<file path="config.mk">
export PLATFORM = sky130hd
export DESIGN_NAME = busLaneSteer
export DESIGN_NICKNAME = d
export VERILOG_FILES = /design/src/rtl/lane_pkg.sv /design/src/rtl/laneCtrl.sv /design/src/rtl/laneDatapath.sv /design/src/rtl/busLaneSteer.sv
export SDC_FILE = /design/constraint.sdc
export NUM_CORES = 1
export LEC_CHECK = 0
export BUFFER_PORTS_ARGS = -buffer_cell sky130_fd_sc_hd__buf_2
export CORE_ASPECT_RATIO = 1.4
export CORE_UTILIZATION = 49
export CTS_BUF_LIST = sky130_fd_sc_hd__clkbuf_8
export DETAILED_ROUTE_END_ITERATION = 8
export PLACE_DENSITY = 0.79
export SLEW_MARGIN = 20
export SYNTH_ARGS = -nofsm -noshare
export SYNTH_HDL_FRONTEND = slang
export SYNTH_HIERARCHICAL = 1
export SYNTH_SLANG_ARGS = --single-unit
export TNS_END_PERCENT = 100
</file>
<file path="constraint.sdc">
create_clock -name clk -period 3.4 [get_ports clk]
set_input_delay 0.17 -clock clk [delete_from_list [all_inputs] [get_ports clk]]
set_output_delay 0.17 -clock clk [all_outputs]
set_load 0.02 [all_outputs]
</file>
<file path="src/rtl/lane_pkg.sv">
package lane_pkg;
  localparam int LANES = 4;
  localparam int DATA_W = 8 * LANES;

  typedef enum logic [1:0] {
    SZ_BYTE  = 2'd0,
    SZ_HALF  = 2'd1,
    SZ_WORD  = 2'd2,
    SZ_BURST = 2'd3
  } sizeCode_e;

  typedef struct packed {
    logic load;
    logic advance;
    logic capture;
  } laneStrobe_t;

  // log2 of the operand size in bytes
  function automatic logic [1:0] sizeLog(input logic [1:0] size);
    return (size == SZ_BURST) ? 2'd2 : size;
  endfunction

  // log2 of the port width in bytes
  function automatic logic [1:0] portLog(input logic [1:0] sel, input logic internal);
    if (!internal) return 2'd2;
    case (sel)
      2'd1:    return 2'd1;
      2'd2:    return 2'd0;
      default: return 2'd2;
    endcase
  endfunction
endpackage

</file>
<file path="src/rtl/laneCtrl.sv">
module laneCtrl
  import lane_pkg::*;
(
  input  logic        clk,
  input  logic        rstN,
  input  logic        reqValid,
  input  logic        misaligned,
  input  logic        busAck,
  input  logic        lastBeat,
  input  logic        writeReg,
  output laneStrobe_t strobe,
  output logic        busValid,
  output logic        reqReady,
  output logic        alignErr,
  output logic        rspDone
);
  typedef enum logic {ST_IDLE, ST_BUSY} state_e;
  state_e state;

  logic accept;
  logic beatDone;

  assign accept   = reqValid && (state == ST_IDLE);
  assign beatDone = (state == ST_BUSY) && busAck;

  assign strobe.load    = accept && !misaligned;
  assign strobe.advance = beatDone && !lastBeat;
  assign strobe.capture = beatDone && !writeReg;

  assign busValid = (state == ST_BUSY);
  assign reqReady = (state == ST_IDLE);

  always_ff @(posedge clk or negedge rstN) begin
    if (!rstN) begin
      state    <= ST_IDLE;
      alignErr <= 1'b0;
      rspDone  <= 1'b0;
    end else begin
      alignErr <= accept && misaligned;
      rspDone  <= beatDone && lastBeat;
      case (state)
        ST_IDLE: if (accept && !misaligned) state <= ST_BUSY;
        ST_BUSY: if (beatDone && lastBeat) state <= ST_IDLE;
        default: state <= ST_IDLE;
      endcase
    end
  end


  align_no_beat_chk: assert property (@(posedge clk) disable iff (!rstN)
    alignErr |-> !busValid && !rspDone);


  align_pulse_chk: assert property (@(posedge clk) disable iff (!rstN)
    alignErr |=> !alignErr);


  done_after_last_chk: assert property (@(posedge clk) disable iff (!rstN)
    $rose(rspDone) |-> $past(busValid && busAck && lastBeat));


  done_pulse_chk: assert property (@(posedge clk) disable iff (!rstN)
    rspDone |=> !rspDone);


  beat_hold_chk: assert property (@(posedge clk) disable iff (!rstN)
    busValid && !busAck |=> busValid);


  busy_not_ready_chk: assert property (@(posedge clk) disable iff (!rstN)
    busValid |-> !reqReady);
endmodule

</file>
<file path="src/rtl/laneDatapath.sv">
module laneDatapath
  import lane_pkg::*;
#(
  parameter int ADDR_W = 32
) (
  input  logic              clk,
  input  logic              rstN,
  input  laneStrobe_t       strobe,
  input  logic [ADDR_W-1:0] reqAddr,
  input  logic [1:0]        reqSize,
  input  logic              reqWrite,
  input  logic [DATA_W-1:0] reqWdata,
  input  logic [1:0]        portSel,
  input  logic              reqInternal,
  input  logic [DATA_W-1:0] busRdata,
  output logic              misaligned,
  output logic              lastBeat,
  output logic              writeReg,
  output logic [ADDR_W-1:0] busAddr,
  output logic [DATA_W-1:0] busWdata,
  output logic [LANES-1:0]  busBe,
  output logic [DATA_W-1:0] rspRdata
);
  logic [ADDR_W-1:0] addrReg;
  logic [1:0]        szLogR;
  logic [1:0]        pbLogR;
  logic              writeR;
  logic [DATA_W-1:0] wdataR;
  logic [DATA_W-1:0] rdAcc;
  logic [1:0]        beatIdx;

  logic [1:0] reqSzLog;
  assign reqSzLog = sizeLog(reqSize);

  assign misaligned = ((reqSzLog == 2'd1) && reqAddr[0]) ||
                      ((reqSzLog == 2'd2) && (reqAddr[1:0] != 2'd0));

  // bytes per beat and number of beats
  logic [1:0] nbLog;
  logic [1:0] beatsLog;
  logic [2:0] beatsCnt;
  assign nbLog    = (szLogR < pbLogR) ? szLogR : pbLogR;
  assign beatsLog = szLogR - nbLog;
  assign beatsCnt = 3'd1 << beatsLog;
  assign lastBeat = ({1'b0, beatIdx} == (beatsCnt - 3'd1));

  // beat address and lane window
  logic [ADDR_W-1:0] beatStep;
  logic [ADDR_W-1:0] beatAddr;
  logic [2:0]        pbBytes;
  logic [1:0]        pbMask;
  logic [1:0]        laneStart;
  logic [1:0]        laneBase;
  logic [2:0]        laneEnd;
  assign beatStep  = ADDR_W'(beatIdx) << pbLogR;
  assign beatAddr  = addrReg + beatStep;
  assign pbBytes   = 3'd1 << pbLogR;
  assign pbMask    = 2'(pbBytes - 3'd1);
  assign laneStart = beatAddr[1:0] & pbMask;
  assign laneBase  = beatAddr[1:0] & ~pbMask;
  assign laneEnd   = {1'b0, laneStart} + (3'd1 << nbLog);

  logic [LANES-1:0]  laneOn;
  logic [LANES-1:0]  takeByte;
  logic [DATA_W-1:0] gathered;

  for (genvar l = 0; l < LANES; l++) begin : g_lane
    logic [1:0] srcIdx;
    logic [1:0] fromLane;
    assign srcIdx    = laneBase + 2'(l);
    assign laneOn[l] = (3'(l) >= {1'b0, laneStart}) && (3'(l) < laneEnd);
    assign busWdata[8*(LANES-1-l) +: 8] =
      laneOn[l] ? wdataR[8*(2'd3 - srcIdx) +: 8] : 8'h00;
    assign busBe[LANES-1-l] = laneOn[l];
    // operand byte l comes back on lane (l - base)
    assign fromLane    = 2'(l) - laneBase;
    assign takeByte[l] = (2'(l) >= laneBase) && laneOn[fromLane];
    assign gathered[8*(LANES-1-l) +: 8] = busRdata[8*(2'd3 - fromLane) +: 8];
  end

  always_ff @(posedge clk or negedge rstN) begin
    if (!rstN) begin
      addrReg <= '0;
      szLogR  <= 2'd0;
      pbLogR  <= 2'd2;
      writeR  <= 1'b0;
      wdataR  <= '0;
      rdAcc   <= '0;
      beatIdx <= 2'd0;
    end else begin
      if (strobe.load) begin
        addrReg <= reqAddr;
        szLogR  <= reqSzLog;
        pbLogR  <= portLog(portSel, reqInternal);
        writeR  <= reqWrite;
        wdataR  <= reqWdata;
        rdAcc   <= '0;
        beatIdx <= 2'd0;
      end else begin
        if (strobe.advance) beatIdx <= beatIdx + 2'd1;
        if (strobe.capture) begin
          for (int j = 0; j < LANES; j++) begin
            if (takeByte[j]) rdAcc[8*(LANES-1-j) +: 8] <= gathered[8*(LANES-1-j) +: 8];
          end
        end
      end
    end
  end

  assign writeReg = writeR;
  assign busAddr  = beatAddr;
  assign rspRdata = rdAcc;


  lanes_in_port_chk: assert property (@(posedge clk) disable iff (!rstN)
    (pbLogR == 2'd0) |-> (busBe[2:0] == 3'b000));


  lanes_in_half_chk: assert property (@(posedge clk) disable iff (!rstN)
    (pbLogR == 2'd1) |-> (busBe[1:0] == 2'b00));


  idle_lanes_zero_chk: assert property (@(posedge clk) disable iff (!rstN)
    (busBe[3] == 1'b0) |-> (busWdata[31:24] == 8'h00));
endmodule

</file>
<file path="src/rtl/busLaneSteer.sv">
module busLaneSteer
  import lane_pkg::*;
#(
  parameter int ADDR_W = 32
) (
  input  logic              clk,
  input  logic              rstN,
  input  logic              reqValid,
  output logic              reqReady,
  input  logic [ADDR_W-1:0] reqAddr,
  input  logic [1:0]        reqSize,
  input  logic              reqWrite,
  input  logic [31:0]       reqWdata,
  input  logic [1:0]        portSel,
  input  logic              reqInternal,
  output logic              busValid,
  input  logic              busAck,
  output logic [ADDR_W-1:0] busAddr,
  output logic              busWrite,
  output logic [3:0]        busBe,
  output logic [31:0]       busWdata,
  input  logic [31:0]       busRdata,
  output logic              alignErr,
  output logic              rspDone,
  output logic [31:0]       rspRdata
);
  laneStrobe_t strobe;
  logic        misaligned;
  logic        lastBeat;
  logic        writeReg;

  laneCtrl u_ctrl (
    .clk       (clk),
    .rstN      (rstN),
    .reqValid  (reqValid),
    .misaligned(misaligned),
    .busAck    (busAck),
    .lastBeat  (lastBeat),
    .writeReg  (writeReg),
    .strobe    (strobe),
    .busValid  (busValid),
    .reqReady  (reqReady),
    .alignErr  (alignErr),
    .rspDone   (rspDone)
  );

  laneDatapath #(.ADDR_W(ADDR_W)) u_dp (
    .clk        (clk),
    .rstN       (rstN),
    .strobe     (strobe),
    .reqAddr    (reqAddr),
    .reqSize    (reqSize),
    .reqWrite   (reqWrite),
    .reqWdata   (reqWdata),
    .portSel    (portSel),
    .reqInternal(reqInternal),
    .busRdata   (busRdata),
    .misaligned (misaligned),
    .lastBeat   (lastBeat),
    .writeReg   (writeReg),
    .busAddr    (busAddr),
    .busWdata   (busWdata),
    .busBe      (busBe),
    .rspRdata   (rspRdata)
  );

  assign busWrite = writeReg;


  beat_stable_chk: assert property (@(posedge clk) disable iff (!rstN)
    busValid && !busAck |=> $stable(busAddr) && $stable(busBe) && $stable(busWdata));


  beat_has_lane_chk: assert property (@(posedge clk) disable iff (!rstN)
    busValid |-> (busBe != 4'b0000));
endmodule

</file>
Word-level counts from Yosys, hierarchy flattened
Cells that the tools add are included.
- register bits after elaboration: 106
- input port bits: 106
- output and inout bits: 105
- shifts and indexed selects: 12
- reduce and logical (&&, ||, !) cells: 31
- equality and inequality tests: 6
- add/subtract/negate cells: 21
- bitwise operators: 4
- magnitude comparators: 16
- multiplexer cells: 30
- operators with widths (kind ; count):
    32-bit by 33-bit variable part select with 8-bit output ; 8
    32-bit 2-to-1 mux ; 2
    8-bit 2-to-1 mux ; 8
    32-bit adder ; 1
    2-bit by 2-bit << shifter with 32-bit output ; 1
    2-bit by 2-bit subtractor with 3-bit output, first input constant ; 8
    1-bit logical AND ; 16
    2-bit nonzero test ; 7
    2-bit by 3-bit less-than comparator with 1-bit output, second input constant ; 4
    2-bit 2-to-1 mux ; 6
    1-bit binary-select mux with 2-bit select ; 4
    1-bit by 2-bit greater-or-equal comparator with 1-bit output, first input constant ; 4
    1-bit 2-to-1 mux ; 8
    2-bit AND reduction ; 4
    2-bit == test, second input constant ; 3
    2-bit greater-or-equal comparator, first input constant ; 3
    1-bit by 3-bit less-than comparator with 1-bit output, first input constant ; 2
    2-bit by 3-bit less-than comparator with 1-bit output, first input constant ; 2
    1-bit by 2-bit << shifter with 3-bit output, first input constant ; 2
    2-bit by 1-bit adder with 2-bit output, second input constant ; 2
    2-bit adder, second input constant ; 2
    2-bit bitwise AND ; 2
    2-bit by 1-bit == test with 1-bit output, second input constant ; 2
    2-bit one-hot mux with 2 select lines ; 1
    other kinds (14) ; 18

Depth between registers and ports, before layout
- word-level depth: 12
- mapped depth: 16

By module
Netlist, hierarchy kept.
- modules (own cells, without submodules) (module ; cells an instance ; instances ; sequential area each (sq um) ; area an instance (sq um)):
    laneDatapath ; 666 ; 1 ; 2578.7 ; 7178.1
    laneCtrl ; 12 ; 1 ; 75.1 ; 126.4

Worst setup path before layout
OpenSTA, ideal clock, no wires.
- path kind: register to output
- start: register u_dp.pbLogR[1]
- end: output port busWdata[23]
- required time: 3.230 ns
- stages on the path, launching flop included: 13
- arrival time: 3.723 ns
- path slack: -0.493 ns
- cells stage by stage: dfstp_2 -> nor2_1 -> and2_1 -> ha_1 -> inv_1 -> fa_1 -> inv_1 -> nand2_1 -> clkbuf_1 -> ha_1 -> clkbuf_1 -> mux4_2 -> and3_1
- elaborated cells on any way between the ends: 18
- RTL lines (element ; RTL line ; source):
    start: declaration ; laneDatapath.sv:26 ; logic [1:0] pbLogR;
    start signal: assignment ; laneDatapath.sv:94 ; pbLogR <= portLog(portSel, reqInternal);
    2-bit by 2-bit << shifter with 32-bit output * ; laneDatapath.sv:55 ; assign beatStep = ADDR_W'(beatIdx) << pbLogR;
    32-bit adder * ; laneDatapath.sv:56 ; assign beatAddr = addrReg + beatStep;
    via busAddr[1] ; busLaneSteer.sv:18 ; output logic [ADDR_W-1:0] busAddr,
    2-bit bitwise AND, on equally long branches ; laneDatapath.sv:60, laneDatapath.sv:59 ;
    2-bit by 1-bit adder with 2-bit output or 2-bit by 3-bit adder with 3-bit output (tied branches) ; laneDatapath.sv:70, laneDatapath.sv:61 ;
    2-bit by 2-bit subtractor with 3-bit output or 1-bit by 3-bit less-than comparator with 1-bit output (tied branches) ; laneDatapath.sv:73, laneDatapath.sv:71 ;
    32-bit by 33-bit variable part select with 8-bit output or 1-bit logical AND (tied branches) ; laneDatapath.sv:73, laneDatapath.sv:71 ;
    8-bit 2-to-1 mux * ; laneDatapath.sv:73 ; laneOn[l] ? wdataR[8*(2'd3 - srcIdx) +: 8] : 8'h00;
    end: declaration ; busLaneSteer.sv:21 ; output logic [31:0] busWdata,
The timed path passes the listed nets; every way through them passes the cells marked *.

Worst setup path in the final report
- start: register u_dp.pbLogR[1]
- end: output port busWdata[15]
- cells in the longest elaborated chain, start to end: 8
- elaborated cells on any way between the ends: 18
- ends and longest elaborated chain (element ; RTL line):
    branches (longest 7 deep; another with 32-bit adder) ; n/a
    8-bit 2-to-1 mux * ; laneDatapath.sv:73
Every way passes the cells marked *.

==> qor.json <==
{
  "syn_to_final_growth_pct": 38.7,
  "clkLatencyLatePin_ns": 0.38,
  "layout.nets": 1070,
  "period_minus_slack_ns": 3.65,
  "rr_startpoint": "u_dp/pbLogR[1]",
  "chipWidth_um": 105,
  "final-max-slew-violation-count": 0,
  "grt_busiest_layer": "met2",
  "groute.layer.met3.usage_pct": 6.65,
  "filler_cell_count": 1027,
  "grt_pass1_wl_mm": 34.3,
  "synth_area_sq_mm": 0.00730,
  "timing.hold.worst_path_depth": 2,
  "grt_max_degree": 107,
  "dominantRegCellSynth": "dfrtp_1",
  "max_slew_margin_pct": 39.1,
  "worstSetupEndpointType": "output port",
  "timing.hold.worst.start": "reqWdata[9]",
  "grt_use_met1_pct": 31.9,
  "detail_route.drc_violations": 0,
  "tritoncts_num_sinks": 106,
  "report.final.hold_viol_count": 0,
  "mean_instance_size_in_the_synthesized_netlist_sq_um": 10.8,
  "effective_utilization_at_floorplan_pct": 50.3,
  "finalSetupViolCount": 51,
  "fmax_mhz": 274,
  "dieArea_sq_mm": 0.0154,
  "crit-reg2reg-capture": "u_dp/rspRdata[29]",
  "tightest_slew_ns": 0.903,
  "cts-htree-levels": 3,
  "netlist_instances": 678,
  "route.antenna.remaining_nets": 0,
  "overflow": 0,
  "floorplan.core_area_sq_mm": 0.0145,
  "place.gp.congestion": 0.891,
  "slack_of_the_worst_reg_to_reg_path_ns": -0.12,
  "route.detailed.vias_per_inst": 5.93,
  "highest_count_cells_in_the_layout_ignoring_fill_and_taps": "buf_2, dfrtp_1, nand2_1",
  "reg2regPathDepth": 17,
  "final_common_cell": "buf_2",
  "rows": 52,
  "worstSetupPathType": "flop to output port",
  "detailed_place_hpwl_mm": 15.3,
  "cpPeakStageDelay_ns": 0.56,
  "start_kind": "flop",
  "routed_wire_length_per_instance_um": 19.5,
  "drt-pass1-iter-count": 5,
  "gr-usage-met2_pct": 50.7,
  "worst_path_fanout_max": 8,
  "num_vias": 6765,
  "setup_repair_after_global_routing_missed_its_margin": "true",
  "postRouteWirelength_mm": 22.3,
  "slowest_stage": "dfstp_2",
  "die_y_extent_um": 146,
  "area_taken_by_multi_input_logic_gates_sq_mm": 0.00478,
  "grt_usage_pct": 28.1,
  "post-synth-top-area-fraction_pct": 36.0,
  "max_cap_violations": 0,
  "skew_ns": 0.0178,
  "diodes": 0,
  "yosys-top-cells-area": "dfrtp_1, mux2_2, mux4_2",
  "first_global_vias": 6782,
  "synth.yosys.seq_area_share_pct": 36.3,
  "placement.io_buffers": 210,
  "synth_enable_flop_cells": 0,
  "async_reset_ff_share_pct": 100,
  "cts_inserted_buffers": 9,
  "tritoncts_clock_tree": "yes",
  "whs_endpoint": "u_dp/wdataR[9]",
  "worst_hold_slack_ns": 0.0103,
  "run_status": "finished with violations",
  "hold_path.class": "primary input to flop",
  "layout_worst_path_cycle_share_pct": 107,
  "clk_pin_slew_worst_paths_ns": 0.11,
  "required_ns": 3.23,
  "root_buffer": "clkbuf_8",
  "post-route-worst-setup-slack_ns": -0.246,
  "synth_top_area_cell": "dfrtp_1",
  "clock_tree.buffer_depth": 2,
  "critical_path_arrival_ns": 3.48,
  "drt-initial-drc-count": 450,
  "crit_path_cell_trace": "buf_6 > inv_4 > ha_1 > o21bai_2 > nand2_4 > inv_1 > nor2_2 > ha_4 > ha_4 > nand2_4 > a22oi_2 > a31oi_2 > and3_4 > buf_12 > a211oi_4 > buf_6",
  "grt_antenna_before_repair": 0,
  "share_of_final_layout_standard_cells_stronger_than_drive_strength_1_pct": 50.1,
  "failing_checks": "setup timing",
  "synth_fp_nets": 801,
  "ys.warnings.count": 6,
  "area.sequential_sq_mm": 0.00265,
  "synth_seq_cells": 106,
  "num_io_pins": 211,
  "ys_types": 58
}
## flip-flops by register name, indices dropped and copies added, names as in the netlist
signal and count:
u_ctrl/rspDone 1, u_dp/addrReg 32, u_dp/writeReg 1, u_dp/rspRdata 32
u_dp/wdataR 32, u_dp/szLogR 2, u_ctrl/busValid 1, u_ctrl/alignErr 1
u_dp/beatIdx 2, u_dp/pbLogR 2
## critical path: cells and delay by family, from the launching register on
kind	cells	cell delay [ns]
AO/OA/AOI/OAI	4	0.71
adder cells (fa/ha/maj)	3	0.74
buffers and inverters	5	0.64
flip-flops	1	0.56
AND/OR/NAND/NOR	4	0.43
## worst max-delay path by stage
stage,startpoint,endpoint,slack [ns],cells past startpoint
global route,u_dp/pbLogR[1],busWdata[15],-0.35,16
floorplan,u_dp/pbLogR[1],busWdata[23],-0.08,12
finish,u_dp/pbLogR[1],busWdata[15],-0.25,16
detailed placement,u_dp/pbLogR[0],u_dp/rspRdata[3],0.002,15
global placement,u_dp/pbLogR[1],u_dp/rspRdata[12],0.11,15
CTS,u_dp/pbLogR[1],busWdata[13],-0.16,16
## logic make-up (layout without fill, tap and decap cells)
| logic type | count (synthesis) | in the layout | synth area share, % |
|---|---|---|---|
| flip-flops | 106 | 106 | 36.3 |
| adder cells (fa/ha/maj) | 17 | 17 | 3.01 |
| AND/OR/NAND/NOR | 203 | 203 | 14.1 |
| buffers and inverters | 74 | 347 | 4.45 |
| multiplexers | 131 | 131 | 24.6 |
| AO/OA/AOI/OAI | 112 | 113 | 13.3 |
| XOR/XNOR | 35 | 35 | 4.20 |
## per-stage QoR
stage | instances | TNS [ns] | utilization, % | area [sq um] | setup slack [ns]
after global placement | 1079 | 0 | 61.5 | 8930 | 0.112
final | 1141 | -5.52 | 69.8 | 10100 | -0.246
after detailed placement | 1079 | 0 | 61.5 | 8930 | 0.00202
after CTS | 1120 | -4.83 | 66.8 | 9700 | -0.159
after floorplan | 678 | -0.0933 | - | 7470 | -0.0755
after global routing | 1141 | -12.06 | 69.8 | 10100 | -0.351
## cell usage after synthesis, drive strengths merged (16+ instances only)
library cell / count
dfrtp: 105
nand2: 79
mux2: 65
inv: 34
mux2i: 34
mux4: 32
xnor2: 30
and3: 25
a311o: 24
clkbuf: 24
nand3: 22
nor2: 20
a211o: 17
a211oi: 17
ha: 16
nor3b: 16
## what timing repair did
| item | CTS | global route |
|---|---|---|
| resized for setup | 91 | 66 |
| endpoints found under the hold margin | 115 | 5 |
| setup endpoints to repair | 46 | 75 |
| hold buffers | 11 | 5 |
| setup buffers | 11 | 17 |
| pin swaps | 16 | 37 |
| gates cloned | 3 | 0 |
## cell type report
cell class	instances	area share (%)
clock buffer	9	1.22
tap	189	2.33
sequential	106	26.2
inverter	36	1.61
timing repair buffer	295	21.0
multi-input combinational	499	47.2
clock inverter	7	0.531
## metal layers
layer	part of all wire, %	up-vias	routed length (um)
met3	7.6	51	1690
met2	53	314	11800
li1	-	3056	-
met1	36	3344	8130
met4	2.9	0	656
met5	0	-	0
Power is left out: the tool's default activity adds up to more than one toggle a clock period on the data nets, which glitch-free logic cannot reach.
